<file path="src/rtl/hpgpe_pkg.sv">
// Package hpgpe_pkg
// Shared constants for the hotplug event register block.
// Assumes byte-wide access to the event window.
package hpgpe_pkg;
    localparam int BYTE_W = 8;
    // Bitmap selector encoding on the slot window
    localparam logic SEL_UP   = 1'b0;
    localparam logic SEL_DOWN = 1'b1;
endpackage

</file>
<file path="src/rtl/hpgpe_gpe_regs.sv">
// Module hpgpe_gpe_regs
// Event status (write-1-to-clear per byte) and event enable (direct byte
// write) registers, plus the combinational byte read mux.
// Assumes GPE_BITS is a multiple of 8; status bytes come first in the window,
// enable bytes follow. A hotplug set wins over a same-cycle clear.
module hpgpe_gpe_regs
    import hpgpe_pkg::*;
#(
    parameter int GPE_BITS = 16,
    parameter int HP_BIT   = 1,
    localparam int BYTES   = GPE_BITS / BYTE_W,
    localparam int AW      = $clog2(2 * BYTES)
) (
    input  logic                clk,
    input  logic                rst_n,
    input  logic                wr,
    input  logic [AW-1:0]       addr,
    input  logic [BYTE_W-1:0]   wdata,
    input  logic                hp_set,
    output logic [GPE_BITS-1:0] status,
    output logic [GPE_BITS-1:0] enable,
    output logic [BYTE_W-1:0]   rdata
);
    localparam logic [GPE_BITS-1:0] HP_MASK = GPE_BITS'(1) << HP_BIT;

    for (genvar b = 0; b < BYTES; b++) begin : g_lane
        logic [BYTE_W-1:0] st_q;
        logic [BYTE_W-1:0] en_q;
        logic [BYTE_W-1:0] set_mask;
        logic              hit_st;
        logic              hit_en;

        assign hit_st   = wr && (addr == AW'(b));
        assign hit_en   = wr && (addr == AW'(BYTES + b));
        assign set_mask = hp_set ? HP_MASK[b*BYTE_W +: BYTE_W] : '0;

        // Status lane: clear written ones, then OR in the event bit
        always_ff @(posedge clk) begin
            if (!rst_n) st_q <= '0;
            else        st_q <= (hit_st ? (st_q & ~wdata) : st_q) | set_mask;
        end

        // Enable lane: take the written byte
        always_ff @(posedge clk) begin
            if (!rst_n)      en_q <= '0;
            else if (hit_en) en_q <= wdata;
        end

        assign status[b*BYTE_W +: BYTE_W] = st_q;
        assign enable[b*BYTE_W +: BYTE_W] = en_q;
    end

    // Read mux: pick the addressed byte
    always_comb begin
        rdata = '0;
        for (int i = 0; i < BYTES; i++) begin
            if (addr == AW'(i))         rdata = status[i*BYTE_W +: BYTE_W];
            if (addr == AW'(BYTES + i)) rdata = enable[i*BYTE_W +: BYTE_W];
        end
    end

    // clearing the low status byte touches only the written ones
    p_w1c_low_r2: assert property (@(posedge clk) disable iff (!rst_n)
        ($past(rst_n) && $past(wr) && $past(addr) == AW'(0) && !$past(hp_set))
        |-> (status[BYTE_W-1:0] == ($past(status[BYTE_W-1:0]) & ~$past(wdata))));

    // a low-byte clear leaves the high status byte alone
    p_w1c_other_r2: assert property (@(posedge clk) disable iff (!rst_n)
        ($past(rst_n) && $past(wr) && $past(addr) == AW'(0) && !$past(hp_set))
        |-> (status[GPE_BITS-1:BYTE_W] == $past(status[GPE_BITS-1:BYTE_W])));

    // low enable write replaces its byte and keeps the other
    p_en_write_r3: assert property (@(posedge clk) disable iff (!rst_n)
        ($past(rst_n) && $past(wr) && $past(addr) == AW'(BYTES))
        |-> (enable[BYTE_W-1:0] == $past(wdata)
             && enable[GPE_BITS-1:BYTE_W] == $past(enable[GPE_BITS-1:BYTE_W])));

    // an event always leaves the hotplug status bit set
    p_hp_set_r6: assert property (@(posedge clk) disable iff (!rst_n)
        ($past(rst_n) && $past(hp_set)) |-> status[HP_BIT]);
endmodule

</file>
<file path="src/rtl/hpgpe_slot_maps.sv">
// Module hpgpe_slot_maps
// Slot-up and slot-down bitmaps. Software may read and write either word;
// a hotplug event replaces both with a single marked bit.
// Assumes at most one event per cycle; an event beats a software write.
module hpgpe_slot_maps
    import hpgpe_pkg::*;
#(
    parameter int  NUM_SLOTS = 32,
    localparam int SW        = $clog2(NUM_SLOTS)
) (
    input  logic                 clk,
    input  logic                 rst_n,
    input  logic                 wr,
    input  logic                 sel,
    input  logic [NUM_SLOTS-1:0] wdata,
    input  logic                 hp_valid,
    input  logic [SW-1:0]        hp_slot,
    input  logic                 hp_insert,
    output logic [NUM_SLOTS-1:0] rdata
);
    logic [NUM_SLOTS-1:0] up_q;
    logic [NUM_SLOTS-1:0] down_q;
    logic [NUM_SLOTS-1:0] onehot;

    assign onehot = NUM_SLOTS'(1) << hp_slot;

    // Bitmap update: event replaces both, otherwise a software write
    always_ff @(posedge clk) begin
        if (!rst_n) begin
            up_q   <= '0;
            down_q <= '0;
        end else if (hp_valid) begin
            up_q   <= hp_insert ? onehot : '0;
            down_q <= hp_insert ? '0 : onehot;
        end else if (wr) begin
            if (sel == SEL_DOWN) down_q <= wdata;
            else                 up_q   <= wdata;
        end
    end

    // Read select
    assign rdata = (sel == SEL_DOWN) ? down_q : up_q;

    // after an event exactly one bit is set across both maps
    p_event_single_r5: assert property (@(posedge clk) disable iff (!rst_n)
        ($past(rst_n) && $past(hp_valid))
        |-> (($countones(up_q) + $countones(down_q)) == 1));

    // an insert leaves the down map empty
    p_event_side_r5: assert property (@(posedge clk) disable iff (!rst_n)
        ($past(rst_n) && $past(hp_valid) && $past(hp_insert)) |-> (down_q == '0));

    // an up-map write without an event is stored as written
    p_slot_write_r4: assert property (@(posedge clk) disable iff (!rst_n)
        ($past(rst_n) && $past(wr) && !$past(hp_valid) && $past(sel) == SEL_UP)
        |-> (up_q == $past(wdata)));
endmodule

</file>
<file path="src/rtl/hpgpe_eject.sv">
// Module hpgpe_eject
// Eject port: priority-encodes the lowest set bit of a written word and
// registers it with a one-cycle strobe. A zero write is dropped.
// Assumes the consumer samples ej_slot only while the strobe is high.
module hpgpe_eject #(
    parameter int  NUM_SLOTS = 32,
    localparam int SW        = $clog2(NUM_SLOTS)
) (
    input  logic                 clk,
    input  logic                 rst_n,
    input  logic                 wr,
    input  logic [NUM_SLOTS-1:0] wdata,
    output logic                 strobe,
    output logic [SW-1:0]        slot
);
    logic [SW-1:0] low_idx;
    logic          any_set;

    // Priority encoder: scan from the top so the lowest set bit wins
    always_comb begin
        low_idx = '0;
        for (int i = NUM_SLOTS - 1; i >= 0; i--) begin
            if (wdata[i]) low_idx = SW'(i);
        end
    end

    assign any_set = |wdata;

    // Strobe and slot register
    always_ff @(posedge clk) begin
        if (!rst_n) begin
            strobe <= 1'b0;
            slot   <= '0;
        end else begin
            strobe <= wr && any_set;
            if (wr && any_set) slot <= low_idx;
        end
    end

    // a strobe only follows a nonzero write
    p_eject_cause_r9: assert property (@(posedge clk) disable iff (!rst_n)
        strobe |-> ($past(rst_n) && $past(wr) && $past(wdata) != '0));

    // the reported slot is set in the word and nothing below it is
    p_eject_lowest_r8: assert property (@(posedge clk) disable iff (!rst_n)
        strobe |-> ((($past(wdata) >> slot) & NUM_SLOTS'(1)) != '0
                    && ($past(wdata) & ~({NUM_SLOTS{1'b1}} << slot)) == '0));
endmodule

</file>
<file path="src/rtl/hotplug_gpe.sv">
// Module hotplug_gpe
// Top of the hotplug event register block: event status/enable byte window,
// slot bitmaps, eject port and the one-cycle interrupt pulse.
// Assumes hp_valid is a single-cycle event; sci_pulse is ORed outside.
module hotplug_gpe
    import hpgpe_pkg::*;
#(
    parameter int  GPE_BITS  = 16,
    parameter int  HP_BIT    = 1,
    parameter int  NUM_SLOTS = 32,
    localparam int GPE_AW    = $clog2(2 * (GPE_BITS / BYTE_W)),
    localparam int SW        = $clog2(NUM_SLOTS)
) (
    input  logic                 clk,
    input  logic                 rst_n,
    input  logic                 gpe_wr,
    input  logic [GPE_AW-1:0]    gpe_addr,
    input  logic [BYTE_W-1:0]    gpe_wdata,
    output logic [BYTE_W-1:0]    gpe_rdata,
    input  logic                 slot_wr,
    input  logic                 slot_sel,
    input  logic [NUM_SLOTS-1:0] slot_wdata,
    output logic [NUM_SLOTS-1:0] slot_rdata,
    input  logic                 hp_valid,
    input  logic [SW-1:0]        hp_slot,
    input  logic                 hp_insert,
    input  logic                 ej_wr,
    input  logic [NUM_SLOTS-1:0] ej_wdata,
    output logic [NUM_SLOTS-1:0] ej_rdata,
    output logic                 ej_strobe,
    output logic [SW-1:0]        ej_slot,
    output logic                 sci_pulse
);
    logic [GPE_BITS-1:0] gpe_status;
    logic [GPE_BITS-1:0] gpe_enable;

    hpgpe_gpe_regs #(.GPE_BITS(GPE_BITS), .HP_BIT(HP_BIT)) u_regs (
        .clk    (clk),
        .rst_n  (rst_n),
        .wr     (gpe_wr),
        .addr   (gpe_addr),
        .wdata  (gpe_wdata),
        .hp_set (hp_valid),
        .status (gpe_status),
        .enable (gpe_enable),
        .rdata  (gpe_rdata)
    );

    hpgpe_slot_maps #(.NUM_SLOTS(NUM_SLOTS)) u_maps (
        .clk       (clk),
        .rst_n     (rst_n),
        .wr        (slot_wr),
        .sel       (slot_sel),
        .wdata     (slot_wdata),
        .hp_valid  (hp_valid),
        .hp_slot   (hp_slot),
        .hp_insert (hp_insert),
        .rdata     (slot_rdata)
    );

    hpgpe_eject #(.NUM_SLOTS(NUM_SLOTS)) u_eject (
        .clk    (clk),
        .rst_n  (rst_n),
        .wr     (ej_wr),
        .wdata  (ej_wdata),
        .strobe (ej_strobe),
        .slot   (ej_slot)
    );

    // The eject port has nothing to read back
    assign ej_rdata = '0;

    // Interrupt pulse: one cycle after an enabled event
    always_ff @(posedge clk) begin
        if (!rst_n) sci_pulse <= 1'b0;
        else        sci_pulse <= hp_valid && gpe_enable[HP_BIT];
    end

    // a pulse always traces back to an enabled event
    p_sci_cause_r7: assert property (@(posedge clk) disable iff (!rst_n)
        sci_pulse |-> ($past(rst_n) && $past(hp_valid) && $past(gpe_enable[HP_BIT])));

    // an enabled event is never missed
    p_sci_fire_r7: assert property (@(posedge clk) disable iff (!rst_n)
        ($past(rst_n) && $past(hp_valid) && $past(gpe_enable[HP_BIT])) |-> sci_pulse);

    // status bit set after any event, seen at the top
    p_status_after_event_r6: assert property (@(posedge clk) disable iff (!rst_n)
        ($past(rst_n) && $past(hp_valid)) |-> gpe_status[HP_BIT]);
endmodule

</file>
<file path="config.mk">
export PLATFORM = sky130hd
export DESIGN_NAME = hotplug_gpe
export DESIGN_NICKNAME = d
export VERILOG_FILES = /design/src/rtl/hpgpe_pkg.sv /design/src/rtl/hpgpe_gpe_regs.sv /design/src/rtl/hpgpe_slot_maps.sv /design/src/rtl/hpgpe_eject.sv /design/src/rtl/hotplug_gpe.sv
export SDC_FILE = /design/constraint.sdc
export NUM_CORES = 1
export LEC_CHECK = 0
export ABC_AREA = 1
export CAP_MARGIN = 25
export CORE_AREA = 5 5 114 116
export CTS_CLUSTER_DIAMETER = 200
export DETAILED_ROUTE_END_ITERATION = 10
export DIE_AREA = 0 0 119 121
export DONT_BUFFER_PORTS = 1
export SLEW_MARGIN = 10
export SYNTH_ARGS = -nofsm -noshare
export SYNTH_HDL_FRONTEND = slang
export SYNTH_HIERARCHICAL = 1
export SYNTH_SLANG_ARGS = --single-unit
</file>
<file path="constraint.sdc">
create_clock -name clk -period 2.2 [get_ports clk]
set_input_delay 0.22 -clock clk [delete_from_list [all_inputs] [get_ports clk]]
set_output_delay 0.22 -clock clk [all_outputs]
set_load 0.01 [all_outputs]
</file>
==> run_results.csv, run 1 <==
group,metric,value,unit
synthesis,synth_seq_cells,103,
place,globalplace.congestion,0.8123,
timing,setup_viol,0,
timing,maxSlewViolCount,0,
worst_setup_path,end_kind,"register",
synthesis,ys_warn_count,6,
clocking,insertion_delay,0.35,ns
clocking,cts_resized,0,
status,status,"complete, no violations",
synthesis,synth_area_per_cell,6.236,um^2
synthesis,synth_area,0.005793,mm^2
grt,antenna_found_initial,0,
route,num_vias,5610,
clocking,numCtsBuffers,9,
timing,rsz0062_at_grt,"false",
clocking,path_clk_slew,0.07,ns
cells_and_area,final_net_count,990,
worst_setup_path,worst-path-max-fanout,88,
worst_setup_path,crit_arrival,1.86,ns
synthesis,netlist_instances,929,
grt,grt_usage,22.56,%
cells_and_area,multi_input_area,0.002984,mm^2
worst_setup_path,reg2reg_from,"u_regs/g_lane[0].st_q[1]$_SDFF_PN0_",
flow_run,max_cap_violations,0,
timing,post-route-period-util,70.93,%
synthesis,async_flop_share,0,%
timing,tightestPinTransition,0.7064,ns
route,drt_first_pass_iters,5,
timing,finalClockSkew,0.0007258,ns
cells_and_area,fill_cells,1263,
clocking,clock-sinks,103,
clocking,post_cts_buffers,0,
hold_path,hold_class,"input port to register",
cells_and_area,layout-drive-gt1-share,4.515,%
worst_setup_path,crit_path_start,"rst_n",
timing,max_freq,0.6409,GHz
grt,gr-total-overflow,0,
clocking,cts_root_buf,"clkbuf_16",
timing,slew_headroom,52.73,%
power_and_ir_drop,ir_drop,0.0004002,V
synthesis,ys_seq_area_share,35.59,%
floorplan,start_util,49.05,%
synthesis,ys.flop_type,"dfxtp_1",
power_and_ir_drop,power-per-cell-area,697.8,mW/mm^2
route,routed_wl,16530,um
worst_setup_path,cp-start-kind,"input port",
floorplan,die_y,121,um
floorplan,core,0.01181,mm^2
timing,hold_viol,0,
place,hpwlAfterDp,10950,um
route,ant_nets,0,
clocking,holdBufCountCts,8,
synthesis,synth_edf_count,0,
route,avgRoutedWirePerCell,15.67,um
worst_setup_path,required,2.50,ns
cells_and_area,regArea,0.002062,mm^2
floorplan,rows,40,
route,route.detailed.drc,0,
floorplan,num_io_pins,166,
grt,first_global_vias,5328,
timing,min_period,1.560,ns
worst_setup_path,rr_worst_depth,3,
place,portBuffers,0,
grt,grt_max_degree,89,
worst_setup_path,crit_path_end,"u_regs/g_lane[0].st_q[1]$_SDFF_PN0_",
clocking,cts_tree,"yes",
power_and_ir_drop,static-leakage-power,2.882,nW
cells_and_area,diodes,0,
worst_setup_path,critical_path_class,"input port to register",
worst_setup_path,r2r_slack,1.08,ns
timing,holdWs,0.003801,ns
timing,layout_setup_ws,0.6396,ns
grt,grt_pass1_wl,26410,um
floorplan,dieWidth,119,um
floorplan,fp.dieArea,0.01440,mm^2
route,drt_iter0_drc,325,
route,via_per_inst,5.318,
worst_setup_path,worst_r2r_endpoint,"u_regs/g_lane[0].st_q[1]$_SDFF_PN0_",
place,place_ws,0.3038,ns
cells_and_area,final_common_cell,"nand2_1",
synthesis,synth_cell_types,33,
power_and_ir_drop,power,0.004191,W
clocking,htree_num_levels,3,
cells_and_area,mostFrequentLayoutCells,"231 x nand2_1, 177 x nor2_1, 103 x dfxtp_1",
timing,fin_tns_setup,0,ns
clocking,clock_path_buffers,2,
cells_and_area,syn2layout_area_growth,3.672,%
## kinds of logic (layout without fill, tap and decap cells)
family,count (synthesis),count (layout),share of synthesized area [%]
AND/OR/NAND/NOR,508,508,37.06
buffers and inverters,178,126,14.90
AO/OA/AOI/OAI,139,139,12.38
flip-flops,103,103,35.59
other,1,32,0.06473
## layer usage
layer | part of all wire, % | wire length, um | vias up | global-route usage, %
li1 | - | - | 2841 | -
met1 | 41 | 6857 | 2574 | 26.59
met2 | 49 | 8138 | 179 | 39.74
met3 | 7.9 | 1304 | 16 | 6.527
met4 | 1.4 | 229 | 0 | 6.589
met5 | 0 | 0 | - | 0
## Yosys cell counts, drive strengths merged, types with 2 or more instances
cell type / n / area, um^2
a21oi: 52 / 264.0
buf: 52 / 384.1
clkbuf: 27 / 103.9
dfxtp: 103 / 2062
inv: 98 / 370.4
nand2: 234 / 895.9
nand3: 37 / 185.2
nand4: 49 / 306.5
nor2: 185 / 738.2
nor3: 2 / 15.01
o21ai: 82 / 410.4
o31ai: 2 / 15.01
## layout make-up
cell class / count / share of cell area (%)
tap: 147 / 3.062
sequential: 103 / 34.33
timing repair buffer: 11 / 1.708
clock buffer: 10 / 3.813
clock inverter: 6 / 1.146
multi-input combinational: 679 / 49.69
inverter: 99 / 6.250
## per-stage QoR
stage | cell area [um^2] | instances | util (%)
final | 6006 | 1055 | 50.85
after global routing | 6006 | 1055 | 50.85
after CTS | 6006 | 1055 | 50.85
after detailed placement | 5628 | 1031 | 47.65
after global placement | 5628 | 1031 | 47.65
after floorplan | 5909 | 960 | -
## worst max-delay path, stage by stage
cell           delay, ns
dlygate4sd3_1       0.87
inv_1               0.08
a21oi_1             0.12
dlygate4sd3_1       0.56
## where the power goes
part           internal [W]  switching (W)  leakage (nW)
Sequential          0.00197      0.0000516         0.847
Combinational      0.000164       0.000392          1.89
Clock              0.000889       0.000725         0.143
## flip-flops by register name, indices dropped and copies added (netlist names)
signal / cells
u_maps/down_q: 32
u_maps/up_q: 32
u_regs/g_lane.en_q: 16
u_regs/g_lane.st_q: 16
u_eject/slot: 5
sci_pulse: 1
u_eject/strobe: 1
## worst min path at each step
| stage | from | to | slack, ns | cells past startpoint |
|---|---|---|---|---|
| after global routing | rst_n | u_regs/g_lane[0].st_q[0]$_SDFFE_PN0P_ | 0.004 | 2 |
| after CTS | gpe_wdata[5] | u_regs/g_lane[1].en_q[5]$_SDFFE_PN0P_ | 0.0001 | 2 |
| after detailed placement | rst_n | u_regs/g_lane[0].st_q[1]$_SDFF_PN0_ | 0.36 | 2 |
| final | rst_n | u_regs/g_lane[0].st_q[0]$_SDFFE_PN0P_ | 0.004 | 2 |
| after global placement | rst_n | u_regs/g_lane[0].st_q[1]$_SDFF_PN0_ | 0.35 | 2 |
| after floorplan | rst_n | u_eject/slot[4]$_SDFFE_PN0P_ | 0.34 | 2 |
(Power assumes the default switching activity.)
==> run 2: changes to the inputs <==
ABC_AREA = 0   (was 1)
PLACE_DENSITY = 0.66   (was default)
clock period = 1.4 ns   (was 2.2 ns; I/O delays follow)
==> run 2 against run 1 <==
  * First-iteration DRC count is 44% higher
  * Sequential share of layout area is 4.4 points lower
  * Count of clock-buffer cells in the layout stayed put
  * Largest power group unchanged
  * Worst hold slack better by 0.019 ns
  * Largest cell class unchanged
  * Critical path type is now register to register
  * Register-to-register slack worse by 1.0 ns
  * Die area stayed put
==> run_results.csv, run 2 <==
group,metric,value,unit
timing,min_period,1.339,ns
cells_and_area,diodes,0,
place,globalplace.congestion,0.9160,
route,ant_nets,0,
clocking,numCtsBuffers,9,
timing,rsz0062_at_grt,"false",
grt,grt_usage,23.32,%
cells_and_area,fill_cells,1030,
synthesis,async_flop_share,0,%
cells_and_area,finalNonFillerCells,870,
synthesis,synth_cell_types,64,
route,drt_first_pass_iters,5,
timing,hold_viol,0,
grt,grt_max_degree,79,
route,avgRoutedWirePerCell,19.82,um
route,via_per_inst,6.140,
cells_and_area,syn2layout_area_growth,20.34,%
route,drt_iter0_drc,468,
timing,post-route-period-util,95.63,%
grt,first_global_vias,5310,
synthesis,ys_seq_area_share,35.97,%
cells_and_area,finalInstanceArea,0.006899,mm^2
worst_setup_path,critical_path_class,"register to register",
synthesis,synth_area,0.005733,mm^2
worst_setup_path,crit_arrival,1.57,ns
worst_setup_path,cp-start-kind,"register",
worst_setup_path,end_kind,"register",
clocking,cts_root_buf,"clkbuf_16",
cells_and_area,final_common_cell,"dfxtp_1",
timing,max_freq,0.7469,GHz
clocking,clock_path_buffers,2,
timing,finalClockSkew,0.0005388,ns
synthesis,ys_top_cells_by_count,"103 x dfxtp_1, 85 x nand2_1, 57 x a31oi_1",
clocking,htree_num_levels,3,
cells_and_area,final_net_count,805,
cells_and_area,mostFrequentLayoutCells,"103 x dfxtp_1, 93 x dlygate4sd3_1, 85 x nand2_1",
power_and_ir_drop,power-per-cell-area,960.3,mW/mm^2
synthesis,netlist_instances,652,
synthesis,synth_seq_cells,103,
synthesis,synth_top_cell_area_share,35.97,%
place,hpwlAfterDp,10090,um
synthesis,yosysMostFrequentCell,"dfxtp_1",
synthesis,ys_warn_count,6,
place,dp.cells,760,
clocking,clock-sinks,103,
clocking,path_clk_slew,0.07,ns
route,num_vias,5342,
synthesis,synth_area_per_cell,8.793,um^2
power_and_ir_drop,static-leakage-power,2.660,nW
power_and_ir_drop,ir_drop,0.0004945,V
cells_and_area,top_regs,"u_maps/down_q: 32 flops, u_maps/up_q: 32 flops",
synthesis,synth_area_leaders,"dfxtp_1 36%, mux2_2 6.3%, a31oi_1 6.2%",
floorplan,core,0.01181,mm^2
worst_setup_path,required,1.63,ns
grt,antenna_found_initial,0,
clocking,post_cts_buffers,0,
grt,grt_pass1_wl,27080,um
place,portBuffers,0,
status,status,"complete, no violations",
hold_path,hold_class,"input port to register",
synthesis,synth_edf_count,0,
floorplan,num_io_pins,166,
clocking,insertion_delay,0.36,ns
timing,maxSlewViolCount,0,
synthesis,ys.flop_type,"dfxtp_1",
flow_run,max_cap_violations,0,
place,postPlaceCellArea,0.005648,mm^2
floorplan,start_util,48.54,%
timing,slew_headroom,64.97,%
route,route.detailed.drc,0,
synthesis,yosysTopAreaCell,"dfxtp_1",
clocking,cts_tree,"yes",
route,routed_wl,17240,um
floorplan,die_y,121,um
floorplan,rows,40,
grt,gr-total-overflow,0,
worst_setup_path,worst-path-max-fanout,2,
floorplan,fp.dieArea,0.01440,mm^2
floorplan,dieWidth,119,um
timing,setup_viol,0,
timing,tightestPinTransition,0.5243,ns
cells_and_area,layout-drive-gt1-share,13.14,%
[run 2: changes by cell type after synthesis, sizes merged, moves of 27 or more]
| cell | previous run | this run |
|---|---|---|
| nand2b | 0 | 27 |
| nand3 | 37 | 9 |
| o21ai | 82 | 34 |
| nand2 | 234 | 85 |
| mux2 | 0 | 32 |
| o31ai | 2 | 31 |
| a31oi | 0 | 57 |
| inv | 98 | 14 |
| nor2 | 185 | 15 |
| nand4 | 49 | 4 |
[run 2: final timing paths]
check                                                      startpoint                                     to  slack, ns  depth (start not counted)
worst max-delay path                     u_maps/up_q[17]$_SDFFE_PN0P_           u_maps/up_q[17]$_SDFFE_PN0P_       0.06                          3
worst min-delay path                                      gpe_addr[0]  u_regs/g_lane[0].st_q[5]$_SDFFE_PN0P_       0.02                          2
worst max register to register           u_maps/up_q[17]$_SDFFE_PN0P_           u_maps/up_q[17]$_SDFFE_PN0P_       0.06                          3
worst min register to register  u_regs/g_lane[1].en_q[6]$_SDFFE_PN0P_  u_regs/g_lane[1].en_q[6]$_SDFFE_PN0P_       0.46                          2
[run 2: logic make-up after synthesis]
logic type,after synthesis,synth area share (%)
other cells,1,0.06541
mux,56,12.29
compound gates,177,20.23
simple gates,215,21.67
flops,103,35.97
buf+inv,100,9.777
[run 2: final cells by class]
cell class	instances	area (um^2)	share of cell area, %
clock buffers	10	239.0	3.464
multi-input cells	480	3232	46.84
well taps	147	183.9	2.666
flip-flops and latches	103	2062	29.89
clock inverters	6	51.30	0.7436
repair buffers	110	1079	15.63
inverters	14	52.55	0.7617
[run 2: repair_timing]
item                                   4_1_cts  5_1_grt
setup endpoints to repair                    0        3
endpoints found under the hold margin      103        0
resized for setup                            0        2
hold buffers                                94        0
[run 2: critical path, cell delays in order, from the launching register on]
cell and delay [ns]:
dfxtp_1 0.31, o31ai_1 0.27, dlygate4sd3_1 0.59, a31oi_1 0.04
[run 2: where the power goes]
part | leakage [nW] | switching (W) | internal, W | total, W
sequential | 0.846 | 0.0000761 | 0.00308 | 0.00316
clock | 0.140 | 0.00119 | 0.00128 | 0.00247
combinational | 1.67 | 0.000499 | 0.000495 | 0.000994
total | 2.66 | 0.00177 | 0.00486 | 0.00663
[run 2: per-layer routing]
layer | global-route usage [%] | vias up | share of wire, %
met4 | 8.472 | 0 | 2.1
met5 | 0 | - | 0
li1 | - | 2481 | -
met2 | 37.97 | 229 | 48
met3 | 5.828 | 28 | 7.0
met1 | 29.99 | 2604 | 43
[run 2: per-stage QoR]
stage / power (W) / util [%] / setup WS (ns) / hold WS (ns) / setup TNS (ns)
2_1_floorplan: 0.003987 / - / 0.04271 / 0.2270 / 0
3_3_place_gp: 0.003912 / 47.82 / -0.02392 / 0.2280 / -0.02982
3_5_place_dp: 0.003931 / 47.82 / -0.1091 / 0.2312 / -0.2101
4_1_cts: 0.006648 / 58.39 / 0.01096 / 0.002608 / 0
5_1_grt: 0.006884 / 58.41 / 0.02196 / 0.006865 / 0
6_report: 0.006626 / 58.41 / 0.06116 / 0.02265 / 0
==> run 3: changes to the inputs <==
PLACE_DENSITY = 0.73   (was 0.66)
==> run 3 against run 2 <==
  * Total power is 0.15% lower
  * Register-to-register slack worse by 0.03 ns
  * Worst setup slack lost 0.031 ns
  * Clock skew up 0.00056 ns
  * Critical path depth stayed put
  * Critical path type unchanged
==> run_results.csv, run 3 (synthesis gave the netlist of run 2 again) <==
group,metric,value,unit
status,status,"complete, no violations",
worst_setup_path,worst-path-max-fanout,2,
worst_setup_path,required,1.62,ns
clocking,numCtsBuffers,9,
worst_setup_path,crit_slowest_cell,"dlygate4sd3_1",
cells_and_area,mostFrequentLayoutCells,"103 x dfxtp_1, 91 x dlygate4sd3_1, 85 x nand2_1",
clocking,insertion_delay,0.34,ns
place,portBuffers,0,
floorplan,rows,40,
timing,min_period,1.370,ns
grt,antenna_found_initial,1,
timing,max_freq,0.7301,GHz
power_and_ir_drop,ir_drop,0.0005313,V
worst_setup_path,critical_path_class,"register to register",
clocking,post_cts_buffers,0,
clocking,clock-sinks,103,
worst_setup_path,crit_arrival,1.59,ns
worst_setup_path,end_kind,"register",
route,drt_first_pass_iters,5,
worst_setup_path,worstPathCellList,"o31ai_1 -> dlygate4sd3_1 -> a21oi_1",
route,drt_iter0_drc,600,
route,num_vias,5352,
hold_path,hold_class,"input port to register",
grt,grt_max_degree,87,
place,place_ws,-0.05475,ns
floorplan,num_io_pins,166,
cells_and_area,layout-drive-gt1-share,13.07,%
cells_and_area,final_common_cell,"dfxtp_1",
timing,slew_headroom,63.07,%
power_and_ir_drop,static-leakage-power,2.660,nW
timing,rsz0062_at_grt,"false",
clocking,clock_path_buffers,2,
timing,hold_viol,0,
cells_and_area,finalInstanceArea,0.006890,mm^2
place,globalplace.congestion,0.9212,
clocking,htree_num_levels,3,
place,postPlaceCellArea,0.005645,mm^2
floorplan,dieWidth,119,um
cells_and_area,regArea,0.002062,mm^2
grt,grt_pass1_wl,27380,um
clocking,cts_tree,"yes",
route,ant_nets,0,
route,avgRoutedWirePerCell,19.95,um
worst_setup_path,cp-start-kind,"register",
timing,finalClockSkew,0.001102,ns
cells_and_area,top_regs,"u_maps/down_q: 32 flops, u_maps/up_q: 32 flops",
cells_and_area,syn2layout_area_growth,20.19,%
clocking,cts_root_buf,"clkbuf_16",
timing,fin_tns_setup,0,ns
worst_setup_path,max_stage_delay,0.60,ns
timing,setup_viol,0,
worst_setup_path,worstPathBufferInverterCount,1,
flow_run,max_cap_violations,0,
cells_and_area,fill_cells,994,
floorplan,die_y,121,um
power_and_ir_drop,power-per-cell-area,960.1,mW/mm^2
worst_setup_path,cp_top_family,"buffers and inverters",
timing,post-route-period-util,97.84,%
route,routed_wl,17300,um
floorplan,fp.dieArea,0.01440,mm^2
floorplan,core,0.01181,mm^2
timing,maxSlewViolCount,0,
timing,layout_setup_ws,0.03030,ns
cells_and_area,final_net_count,801,
place,hpwlAfterDp,10390,um
clocking,path_clk_slew,0.07,ns
route,via_per_inst,6.173,
floorplan,start_util,48.54,%
cells_and_area,multi_input_area,0.003244,mm^2
timing,tightestPinTransition,0.5528,ns
grt,first_global_vias,5292,
route,route.detailed.drc,0,
grt,gr-total-overflow,0,
grt,grt_usage,23.30,%
run 3: cell count changes in the layout (fill, tap and decap cells not counted), sizes merged:
cell	delta
buf	-2
inv	+1
dlygate4sd3	-2
clkinvlp	+1
clkinv	-1
diode	+1
clkbuf	-1
run 3: worst paths after layout:
path,cells after the start,end,from,slack (ns)
setup / recovery,3,u_maps/up_q[28]$_SDFFE_PN0P_,u_maps/up_q[28]$_SDFFE_PN0P_,0.03
hold / removal,3,u_maps/down_q[4]$_SDFFE_PN0P_,hp_slot[4],0.01
setup reg to reg,3,u_maps/up_q[28]$_SDFFE_PN0P_,u_maps/up_q[28]$_SDFFE_PN0P_,0.03
hold reg to reg,2,u_regs/g_lane[1].en_q[1]$_SDFFE_PN0P_,u_regs/g_lane[1].en_q[1]$_SDFFE_PN0P_,0.46
run 3: power by group:
group          switching, W  internal [W]
clock network       0.00122       0.00125
registers         0.0000793       0.00308
logic              0.000492      0.000495
run 3: metal layers:
metal / GRT usage, % / up-vias / part of all wire [%]
met1: 29.44 / 2599 / 42
li1: - / 2479 / -
met5: 0 / - / 0
met4: 7.458 / 0 / 1.5
met2: 39.17 / 254 / 49
met3: 5.641 / 20 / 8.2
run 3: timing repair:
item	in CTS	in global routing
resized for setup	0	3
hold endpoints to repair	102	2
hold buffers	93	1
setup endpoints to repair	0	4
run 3: metrics by stage:
step / total power, W / hold slack [ns] / utilization (%) / instances
floorplan: 0.003987 / 0.2270 / - / 683
global placement: 0.003911 / 0.2280 / 47.80 / 758
detailed placement: 0.003936 / 0.2313 / 47.80 / 758
CTS: 0.006619 / 0.0005432 / 58.27 / 867
global route: 0.006884 / 0.01199 / 58.34 / 867
finish: 0.006615 / 0.01088 / 58.34 / 867
run 3: area by class of cell:
cell class                 count  share of cell area [%]
multi-input combinational    480                   47.09
sequential                   103                   29.93
timing repair buffer         106                   15.33
clock buffer                   9                   3.269
tap                          147                   2.669
clock inverter                 7                  0.9261
inverter                      14                  0.7627
antenna                        1                 0.03632
run 3: worst register-to-register path, delay by kind of cell, from the launching register on:
| kind | cells | cell delay (ns) |
|---|---|---|
| AO/OA/AOI/OAI | 2 | 0.32 |
| buffers and inverters | 1 | 0.60 |
| flip-flops | 1 | 0.32 |
